`src/rtl/pcd_pkg.sv`:
```
// Package pcd_pkg
// Purpose : shared encoding for the paired-copy output stage.
// Assumes : active-low enable polarity on the pad driver.
package pcd_pkg;
    typedef enum logic {
        DRIVE_ON  = 1'b0,
        DRIVE_OFF = 1'b1
    } drv_e;
endpackage

```
`src/rtl/agree_bit_cell.sv`:
```
// Module agree_bit_cell
// Purpose : compares one bit of the two logic copies and produces that
//           bit's pad enable and gated drive data.
// Assumes : purely combinational; the caller registers nothing here.
module agree_bit_cell
    import pcd_pkg::*;
(
    input  logic bit_a,
    input  logic bit_b,
    output logic en_n,
    output logic drv
);
    logic agree;
    drv_e state;

    // Agreement test and enable selection for this pin.
    always_comb begin
        agree = ~(bit_a ^ bit_b);
        state = agree ? DRIVE_ON : DRIVE_OFF;
        en_n  = state;
        drv   = bit_a & agree;
    end
endmodule

```
`src/rtl/upset_latch.sv`:
```
// Module upset_latch
// Purpose : sticky upset indicator; any mismatch sets it, and an
//           acknowledge clears it only when no new mismatch is present.
// Assumes : synchronous active-low reset; set has priority over clear.
module upset_latch (
    input  logic clk,
    input  logic rst_n,
    input  logic any_err,
    input  logic ack,
    output logic flag
);
    // Set-dominant sticky register.
    always_ff @(posedge clk) begin
        if (!rst_n)
            flag <= 1'b0;
        else if (any_err)
            flag <= 1'b1;
        else if (ack)
            flag <= 1'b0;
    end


    flag_set_chk: assert property (@(posedge clk) disable iff (!rst_n)
        any_err |=> flag);

    flag_hold_chk: assert property (@(posedge clk) disable iff (!rst_n)
        (flag && !ack) |=> flag);

    flag_clr_chk: assert property (@(posedge clk) disable iff (!rst_n)
        (ack && !any_err) |=> !flag);

    flag_rst_chk: assert property (@(posedge clk)
        !rst_n |=> !flag);
endmodule

```
`src/rtl/pair_compare_driver.sv`:
```
// Module pair_compare_driver
// Purpose : per-bit duplicate-and-compare pad stage. Bits whose copies
//           disagree release their driver so that a twin device on the
//           same trace drives alone; any disagreement raises a sticky flag.
// Assumes : copy_a/copy_b come from two identical logic copies in the
//           same clock domain; the pad drivers take an active-low enable.
module pair_compare_driver
    import pcd_pkg::*;
#(
    parameter int W = 8
) (
    input  logic         clk,
    input  logic         rst_n,
    input  logic [W-1:0] copy_a,
    input  logic [W-1:0] copy_b,
    input  logic         flag_ack,
    output logic [W-1:0] oe_n,
    output logic [W-1:0] dout,
    output logic         upset_flag
);
    localparam int LAST = W - 1;

    logic any_err;

    // One comparison cell per output pin.
    for (genvar i = 0; i <= LAST; i++) begin : g_bit
        agree_bit_cell u_cell (
            .bit_a (copy_a[i]),
            .bit_b (copy_b[i]),
            .en_n  (oe_n[i]),
            .drv   (dout[i])
        );
    end

    // Any pin with its driver released counts as a detected upset.
    always_comb any_err = |oe_n;

    upset_latch u_flag (
        .clk     (clk),
        .rst_n   (rst_n),
        .any_err (any_err),
        .ack     (flag_ack),
        .flag    (upset_flag)
    );


    gated_drive_chk: assert property (@(posedge clk) disable iff (!rst_n)
        (dout & oe_n) == '0);

    match_drive_chk: assert property (@(posedge clk) disable iff (!rst_n)
        (copy_a == copy_b) |-> (oe_n == '0 && dout == copy_a));
endmodule

```
`config.mk`:
```
export PLATFORM = sky130hd
export DESIGN_NAME = pair_compare_driver
export DESIGN_NICKNAME = d
export VERILOG_FILES = /design/src/rtl/pcd_pkg.sv /design/src/rtl/agree_bit_cell.sv /design/src/rtl/upset_latch.sv /design/src/rtl/pair_compare_driver.sv
export SDC_FILE = /design/constraint.sdc
export NUM_CORES = 1
export LEC_CHECK = 0
export BUFFER_PORTS_ARGS = -buffer_cell sky130_fd_sc_hd__clkbuf_2
export CAP_MARGIN = 25
export CORE_AREA = 2 2 39 41
export DETAILED_ROUTE_END_ITERATION = 10
export DIE_AREA = 0 0 41 43
export PLACE_DENSITY = 0.64
export REMOVE_ABC_BUFFERS = 1
export SLEW_MARGIN = 20
export SYNTH_ARGS = -nofsm -noshare
export SYNTH_HDL_FRONTEND = slang
export SYNTH_SLANG_ARGS = --single-unit
```
`constraint.sdc`:
```
create_clock -name clk -period 1.2 [get_ports clk]
set_input_delay 0.06 -clock clk [delete_from_list [all_inputs] [get_ports clk]]
set_output_delay 0.06 -clock clk [all_outputs]
set_load 0.1 [all_outputs]
```
==> reports/metrics.cfg, run 1 <==
[outcome]
status = finished, final reports clean

[placement]
place.detailed.instances = 65
numPortBuffers = 35
placement.setup.worst_slack_ns = 0.163
hpwl_um = 709
gp_routability_congestion = 0.733
placedInstanceArea_sq_um = 492

[finish]
stdcell_count = 65
largest_register_ff_count = 1
most-common-layout-cells = clkbuf_2 (21), ha_1 (8), buf_12 (8)
registers.top_by_ff_count = u_flag.flag
leading_registers_by_flop_count = u_flag.flag x1
nNetsFinal = 78
final_util_pct = 35.5
num_antenna_cells = 0
areaGrowthSynthToFinish_pct = 74.7
finished_layout_cell_area_sq_um = 492
mostFrequentLayoutCell = clkbuf_2
num-fill-cells = 136
drive_above_1_share_pct = 75.5

[worst_setup_path]
setup.worst_path.end = u_flag.flag$_SDFFE_PN0P_
timing.critical_path.to_type = flop
regToRegStartpoint = u_flag.flag$_SDFFE_PN0P_
crit_path_start = copy_a[7]
timing.critical_path.required_ns = 1.07
rr_endpoint = u_flag.flag$_SDFFE_PN0P_
ff2ff_setup_slack_ns = 0.60
timing.critical_path.fanout_max = 2
crit_type = in2reg
startpoint_type = primary input
reg2regPathDepth = 2
arrival_ns = 0.88

[logic_synthesis]
post-synth-top-area-fraction_pct = 42.7
seq_area_frac_synth_pct = 7.11
largest_family_of_logic_cells_by_synthesized_area = buffers and inverters
synth.area.mux_share_pct = 0
post_synth_fa_ha_maj_area_fraction_pct = 35.6
netlist.top_cell.by_area = buf_4
syn_area_sq_um = 282
synthesis.instances = 30
mapped_avg_cell_area_sq_um = 9.38
netlist_top_cells_area = buf_4 (43%), ha_1 (36%), nor4_2 (8.9%)
synth_xor_area_share_pct = 0
post_synthesis_compound_gate_area_fraction_pct = 2.22
synthSimpleGateAreaFrac_pct = 11.1
yosys_register_bits = 1
yosysWarningCount = 0
yosysUniqueCellTypes = 7

[power]
fin_total_pwr_uw = 599
combinationalPowerShare_pct = 93.8
switching_share_pct = 66.0
peakVddDrop_mv = 0.406
internal-power_uw = 204
clkPwrFrac_pct = 0
power_share_of_the_sequential_group_pct = 6.2
total_switching_power_uw = 395
power_density_mw_per_mm2 = 1220
p_leak_nw = 0.275

[timing]
rsz0062_at_grt = false
fin_ws_ns = 0.187
worst_hold_slack_ns = 0.261
period_minus_slack_ns = 1.01
final-setup-viol-count = 0
setup_tns_ns = 0
max_freq_ghz = 0.987
hold_viol = 0
slew_violations = 0
max_slew_margin_pct = 64.0
finalClockSkew_ns = 0
timing.final.crit_share_pct = 84.4
actual_slew_at_the_worst_max_slew_pin_ns = 0.543

[detailed_routing]
drt_iter0_markers = 0
first_pass_iters = 1
wl_per_cell_um = 10.6
total_wirelength_of_the_detailed_routed_design_um = 689
drt-vias-per-instance = 4.18
ant_nets = 0
dr_total_vias = 272
drc = 0

[die]
ios = 36
coreArea_sq_mm = 0.00138
design.die.area_sq_mm = 0.00176
initial_utilization_pct = 20.3
die_width_um = 41
chipHeight_um = 43
placement_rows = 14

[clocking]
worst_skew_pair.late_latency_ns = 0
cts.reportedPaths.clkPinSlew_ns = 0
setup_buffers_after_cts = 0
cts-resized-gates = 0
holdBufCountCts = 0

[grt]
grt_antenna_before_repair = 0
grt_pass1_vias = 256
global_route.overflow_total = 0
maximum_number_of_pins_on_one_net_before_global_route_repair = 3
gr-usage-all-layers_pct = 8.51
grt_first_pass_wirelength_um = 1040

[hold_path]
hold_path.class = in2reg

[run]
max_cap_violations = 0

-- power groups by stage --
stage	sequential (mW)	combinational (mW)	clock (mW)
4_1_cts	0.0372	0.567	0
2_1_floorplan	0.0503	0.379	0
6_report	0.0372	0.562	0
5_1_grt	0.0373	0.584	0
3_5_place_dp	0.0372	0.567	0
3_3_place_gp	0.0369	0.562	0
-- cells by family after synthesis --
| kind of cell | after synthesis |
|---|---|
| compound gates | 1 |
| simple gates | 3 |
| flops | 1 |
| fa+ha+maj | 8 |
| buf+inv | 17 |
-- cells in the mapped netlist --
cell type  instances
inv_1              1
dfxtp_1            1
ha_1               8
nor4_2             2
nand2b_1           1
buf_4             16
a31oi_1            1
-- worst max-delay path: stages --
cell and delay (ns):
clkbuf_2 0.08, ha_1 0.34, nor4_2 0.30, a31oi_1 0.10
-- final cells by class --
| type | count | area, sq um | share of cell area, % |
|---|---|---|---|
| repair buffers | 35 | 310 | 63.1 |
| multi-input cells | 12 | 138 | 28.0 |
| flip-flops and latches | 1 | 20.0 | 4.07 |
| well taps | 16 | 20.0 | 4.07 |
| inverters | 1 | 3.75 | 0.763 |
-- metal layers --
layer / up-vias / track usage, % / part of all wire, % / wire (um)
li1: 125 / - / - / -
met3: 0 / 4.19 / 23 / 157
met5: - / 0 / 0 / 0
met2: 36 / 17.8 / 52 / 356
met4: 0 / 0 / 0 / 0
met1: 111 / 6.37 / 25 / 174
-- worst min path at each step --
stage	end	slack, ns	cells past startpoint	start
5_1_grt	u_flag.flag$_SDFFE_PN0P_	0.27	3	rst_n
3_3_place_gp	u_flag.flag$_SDFFE_PN0P_	0.27	3	rst_n
2_1_floorplan	u_flag.flag$_SDFFE_PN0P_	0.17	2	rst_n
3_5_place_dp	u_flag.flag$_SDFFE_PN0P_	0.26	3	rst_n
6_report	u_flag.flag$_SDFFE_PN0P_	0.26	3	rst_n
4_1_cts	u_flag.flag$_SDFFE_PN0P_	0.26	3	rst_n
Power figures use the tool's default switching activity.
==> inputs of run 2 (changes only) <==
==> constraint.sdc (replaced) <==
create_clock -name clk -period 1 [get_ports clk]
set_input_delay 0.05 -clock clk [delete_from_list [all_inputs] [get_ports clk]]
set_output_delay 0.05 -clock clk [all_outputs]
set_load 0.1 [all_outputs]
==> run 2 against run 1 <==
Setup slack got worse by 0.14 ns. Sequential power increased by 22%. Hold slack improved by 0.0063 ns. Largest cell class unchanged. Highest routed layer unchanged. Core utilization increased by 14 points. Final area increased by 39%. Wire length increased by 18%. Critical endpoint unchanged. Sequential cell count unchanged. Combinational power increased by 41%. Critical path depth unchanged. Largest power group unchanged. Power increased by 40%. Sequential share of layout area decreased by 1.1 points. First-iteration DRC count increased by 3.
==> reports/metrics.cfg, run 2 (same netlist as run 1, synthesis figures left out) <==
[power]
fin_total_pwr_uw = 839
power_density_mw_per_mm2 = 1230
peakVddDrop_mv = 0.634
p_leak_nw = 0.340

[detailed_routing]
first_pass_iters = 2
wl_per_cell_um = 11.5
drt-vias-per-instance = 4.21
total_wirelength_of_the_detailed_routed_design_um = 813
dr_total_vias = 299
drt_iter0_markers = 3
ant_nets = 0
drc = 0

[die]
ios = 36
placement_rows = 14
initial_utilization_pct = 20.3
coreArea_sq_mm = 0.00138
die_width_um = 41
design.die.area_sq_mm = 0.00176
chipHeight_um = 43

[worst_setup_path]
timing.critical_path.to_type = flop
startpoint_type = primary input
worstSetupPathDepth = 4
ff2ff_setup_slack_ns = 0.36
cp_max_stage_delay_ns = 0.32
arrival_ns = 0.82
worst-path-buf-inv = 1
crit_path_cell_trace = clkbuf_2 -> ha_1 -> nor4_2 -> a31oi_1
critical-path-top-delay-family = adder cells
timing.critical_path.required_ns = 0.87
reg2regPathDepth = 2
timing.critical_path.fanout_max = 2
highest_delay_cell_along_the_critical_path = ha_1
crit_type = in2reg

[timing]
hold_viol = 0
final-setup-viol-count = 0
timing.final.crit_share_pct = 95.5
rsz0062_at_grt = false
period_minus_slack_ns = 0.955
max_freq_ghz = 1.05
actual_slew_at_the_worst_max_slew_pin_ns = 0.233
slew_violations = 0
finalClockSkew_ns = 0
max_slew_margin_pct = 84.3

[hold_path]
whs_path_depth = 3
hold_path.class = in2reg

[finish]
nNetsFinal = 84
most-common-layout-cells = clkbuf_2 (18), buf_12 (17), ha_1 (6), buf_4 (6)
leading_registers_by_flop_count = u_flag.flag x1
num_antenna_cells = 0
mostFrequentLayoutCell = clkbuf_2
areaGrowthSynthToFinish_pct = 142
largest_register_ff_count = 1
drive_above_1_share_pct = 81.8
final_util_pct = 49.3
stdcell_count = 71
registers.top_by_ff_count = u_flag.flag

[run]
max_cap_violations = 0

[grt]
global_route.overflow_total = 0
grt_pass1_vias = 324
grt_first_pass_wirelength_um = 1250
maximum_number_of_pins_on_one_net_before_global_route_repair = 3
grt_antenna_before_repair = 0
gr-usage-all-layers_pct = 10.1

[clocking]
worst_skew_pair.late_latency_ns = 0
cts.reportedPaths.clkPinSlew_ns = 0

[placement]
numPortBuffers = 35
gp_routability_congestion = 0.758
place.detailed.instances = 71

[outcome]
status = finished, final reports clean

run 2: cell count changes in the layout (fill, tap and decap cells not counted):
cell / previous run / this run
ha_1: 8 / 6
clkbuf_2: 21 / 18
ha_4: 0 / 2
buf_12: 8 / 17
run 2: worst paths after layout:
kind,from,end
hold / removal,rst_n,u_flag.flag$_SDFFE_PN0P_
setup reg to reg,u_flag.flag$_SDFFE_PN0P_,u_flag.flag$_SDFFE_PN0P_
hold reg to reg,u_flag.flag$_SDFFE_PN0P_,u_flag.flag$_SDFFE_PN0P_
setup / recovery,copy_a[5],u_flag.flag$_SDFFE_PN0P_
run 2: per-layer routing:
layer  share of wire [%]  GRT usage, %  vias to the layer above
li1                    -             -                      138
met4                   0             0                        0
met2                  53          22.2                       36
met3                  23          4.19                        0
met1                  23          6.98                      125
met5                   0             0                        -
run 2: worst register-to-register path, cell delays in order, from the launching register on:
cell      delay, ns
dfxtp_1        0.35
nand2b_1       0.07
a31oi_1        0.14
run 2: per-stage QoR:
| stage | area [sq um] | hold slack, ns | TNS [ns] | setup slack, ns |
|---|---|---|---|---|
| after floorplan | 161 | 0.159 | -0.315 | -0.315 |
| after CTS | 669 | 0.268 | 0 | 0.00393 |
| final | 682 | 0.268 | 0 | 0.0448 |
| after global placement | 657 | 0.255 | -0.000687 | -0.000687 |
| after detailed placement | 657 | 0.268 | -0.00625 | -0.00625 |
| after global routing | 682 | 0.282 | 0 | 0.000211 |
run 2: area by class of cell:
cell class | count | area, sq um
fillers | 118 | 702
flip-flops and latches | 1 | 20.0
multi-input cells | 12 | 163
repair buffers | 41 | 475
well taps | 16 | 20.0
inverters | 1 | 3.75
run 2: where the power goes:
group | switching, mW | internal (mW) | leakage (nW) | total (mW)
registers | 0.00231 | 0.0430 | 0.00844 | 0.0453
clock network | 0 | 0 | 0 | 0
logic | 0.496 | 0.298 | 0.332 | 0.794
run 2: repair_timing:
item,CTS,global route
pin swaps,1,1
buffers inserted,0,0
setup endpoints to repair,1,1
hold buffers,0,0
gates resized for setup,1,1
==> inputs of run 3 (changes only) <==
--- a/config.mk
+++ b/config.mk
@@ -10,7 +10,6 @@
 export CORE_AREA = 2 2 39 41
 export DETAILED_ROUTE_END_ITERATION = 10
 export DIE_AREA = 0 0 41 43
-export PLACE_DENSITY = 0.64
 export REMOVE_ABC_BUFFERS = 1
 export SLEW_MARGIN = 20
 export SYNTH_ARGS = -nofsm -noshare
==> run 3 against run 2 <==
First-iteration DRC count is 100% lower. Register-to-register slack hardly changed. Global-route usage is 1.7 points lower. Combinational power is 0.5% higher. Sequential power hardly changed. Sequential share of layout area is 0.053 points lower. Critical endpoint unchanged. Largest cell class unchanged.
==> reports/metrics.cfg, run 3 (same netlist as run 1, synthesis figures left out) <==
[power]
combinationalPowerShare_pct = 94.6
total_switching_power_uw = 497
fin_total_pwr_uw = 843
power_share_of_the_sequential_group_pct = 5.4
internal-power_uw = 346
switching_share_pct = 59.0
clkPwrFrac_pct = 0
peakVddDrop_mv = 0.648
power_density_mw_per_mm2 = 1210
p_leak_nw = 0.340

[timing]
slew_violations = 0
max_freq_ghz = 1.08
max_slew_margin_pct = 86.2
rsz0062_at_grt = false
worst_hold_slack_ns = 0.252
timing.final.crit_share_pct = 92.6
period_minus_slack_ns = 0.926
fin_ws_ns = 0.0744
final-setup-viol-count = 0
finalClockSkew_ns = 0
hold_viol = 0
setup_tns_ns = 0
actual_slew_at_the_worst_max_slew_pin_ns = 0.205

[detailed_routing]
drt-vias-per-instance = 4.11
dr_total_vias = 292
first_pass_iters = 1
ant_nets = 0
drc = 0
drt_iter0_markers = 0
wl_per_cell_um = 11.3
total_wirelength_of_the_detailed_routed_design_um = 801

[clocking]
setup_buffers_after_cts = 0
cts.reportedPaths.clkPinSlew_ns = 0
worst_skew_pair.late_latency_ns = 0

[finish]
nNetsFinal = 84
areaGrowthSynthToFinish_pct = 147
final_util_pct = 50.2
largest_register_ff_count = 1
registers.top_by_ff_count = u_flag.flag
finished_layout_cell_area_sq_um = 694
num_antenna_cells = 0
num-fill-cells = 121
mostFrequentLayoutCell = clkbuf_2
most-common-layout-cells = clkbuf_2 (18), buf_12 (17), buf_4 (6)
drive_above_1_share_pct = 83.6
stdcell_count = 71
leading_registers_by_flop_count = u_flag.flag x1

[worst_setup_path]
startpoint_type = primary input
timing.critical_path.to_type = flop
arrival_ns = 0.79
cp_max_stage_delay_ns = 0.31
highest_delay_cell_along_the_critical_path = ha_1
timing.critical_path.fanout_max = 2
crit_type = in2reg
critical-path-top-delay-family = adder cells
crit_path_cell_trace = clkbuf_2 -> ha_1 -> nor4_2 -> a31oi_1
worst-path-buf-inv = 1
timing.critical_path.required_ns = 0.87

[placement]
placedInstanceArea_sq_um = 657
placement.setup.worst_slack_ns = 0.0300
place.detailed.instances = 71
gp_routability_congestion = 0.718
numPortBuffers = 35

[die]
chipHeight_um = 43
initial_utilization_pct = 20.3
die_width_um = 41
design.die.area_sq_mm = 0.00176
coreArea_sq_mm = 0.00138
ios = 36
placement_rows = 14

[grt]
grt_antenna_before_repair = 0
gr-usage-all-layers_pct = 8.40
global_route.overflow_total = 0
grt_first_pass_wirelength_um = 1070
maximum_number_of_pins_on_one_net_before_global_route_repair = 3
grt_pass1_vias = 291

[hold_path]
hold_path.class = in2reg

[outcome]
status = finished, final reports clean

[run]
max_cap_violations = 0

==> run 3: cell count changes in the layout (fill, tap and decap cells not counted) <==
cell,delta
ha_1,-1
ha_4,+1
==> run 3: final timing paths <==
path | startpoint | endpoint | slack (ns) | depth (start not counted)
hold / removal | rst_n | u_flag.flag$_SDFFE_PN0P_ | 0.25 | 3
hold reg to reg | u_flag.flag$_SDFFE_PN0P_ | u_flag.flag$_SDFFE_PN0P_ | 0.52 | 2
setup / recovery | copy_a[5] | u_flag.flag$_SDFFE_PN0P_ | 0.07 | 4
setup reg to reg | u_flag.flag$_SDFFE_PN0P_ | u_flag.flag$_SDFFE_PN0P_ | 0.35 | 2
==> run 3: layout make-up <==
type	instances	area [sq um]	share of cell area, %
inverters	1	3.75	0.541
multi-input cells	12	175	25.2
flip-flops and latches	1	20.0	2.88
well taps	16	20.0	2.88
repair buffers	41	475	68.5
==> run 3: timing repair <==
| action | 4_1_cts | 5_1_grt |
|---|---|---|
| setup endpoints to repair | 0 | 1 |
| hold buffers | 0 | 0 |
| gates resized for setup | 0 | 3 |
==> run 3: metal layers <==
layer  GRT usage, %  vias to the layer above  routed length (um)
met5              0                        -                   0
met4              0                        0                   0
met3           3.66                        0                 174
met2           17.2                       36                 420
met1           6.98                      119                 205
li1               -                      137                   -
==> run 3: power groups by stage <==
| stage | registers [mW] | clock network (mW) | logic [mW] |
|---|---|---|---|
| 2_1_floorplan | 0.0603 | 0 | 0.455 |
| 3_3_place_gp | 0.0456 | 0 | 0.775 |
| 3_5_place_dp | 0.0456 | 0 | 0.780 |
| 4_1_cts | 0.0456 | 0 | 0.781 |
| 5_1_grt | 0.0458 | 0 | 0.824 |
| 6_report | 0.0454 | 0 | 0.798 |
==> run 3: worst reg2reg max path, cell delays in order (launching register included) <==
cell      delay (ns)
dfxtp_1         0.36
nand2b_1        0.08
a31oi_1         0.14
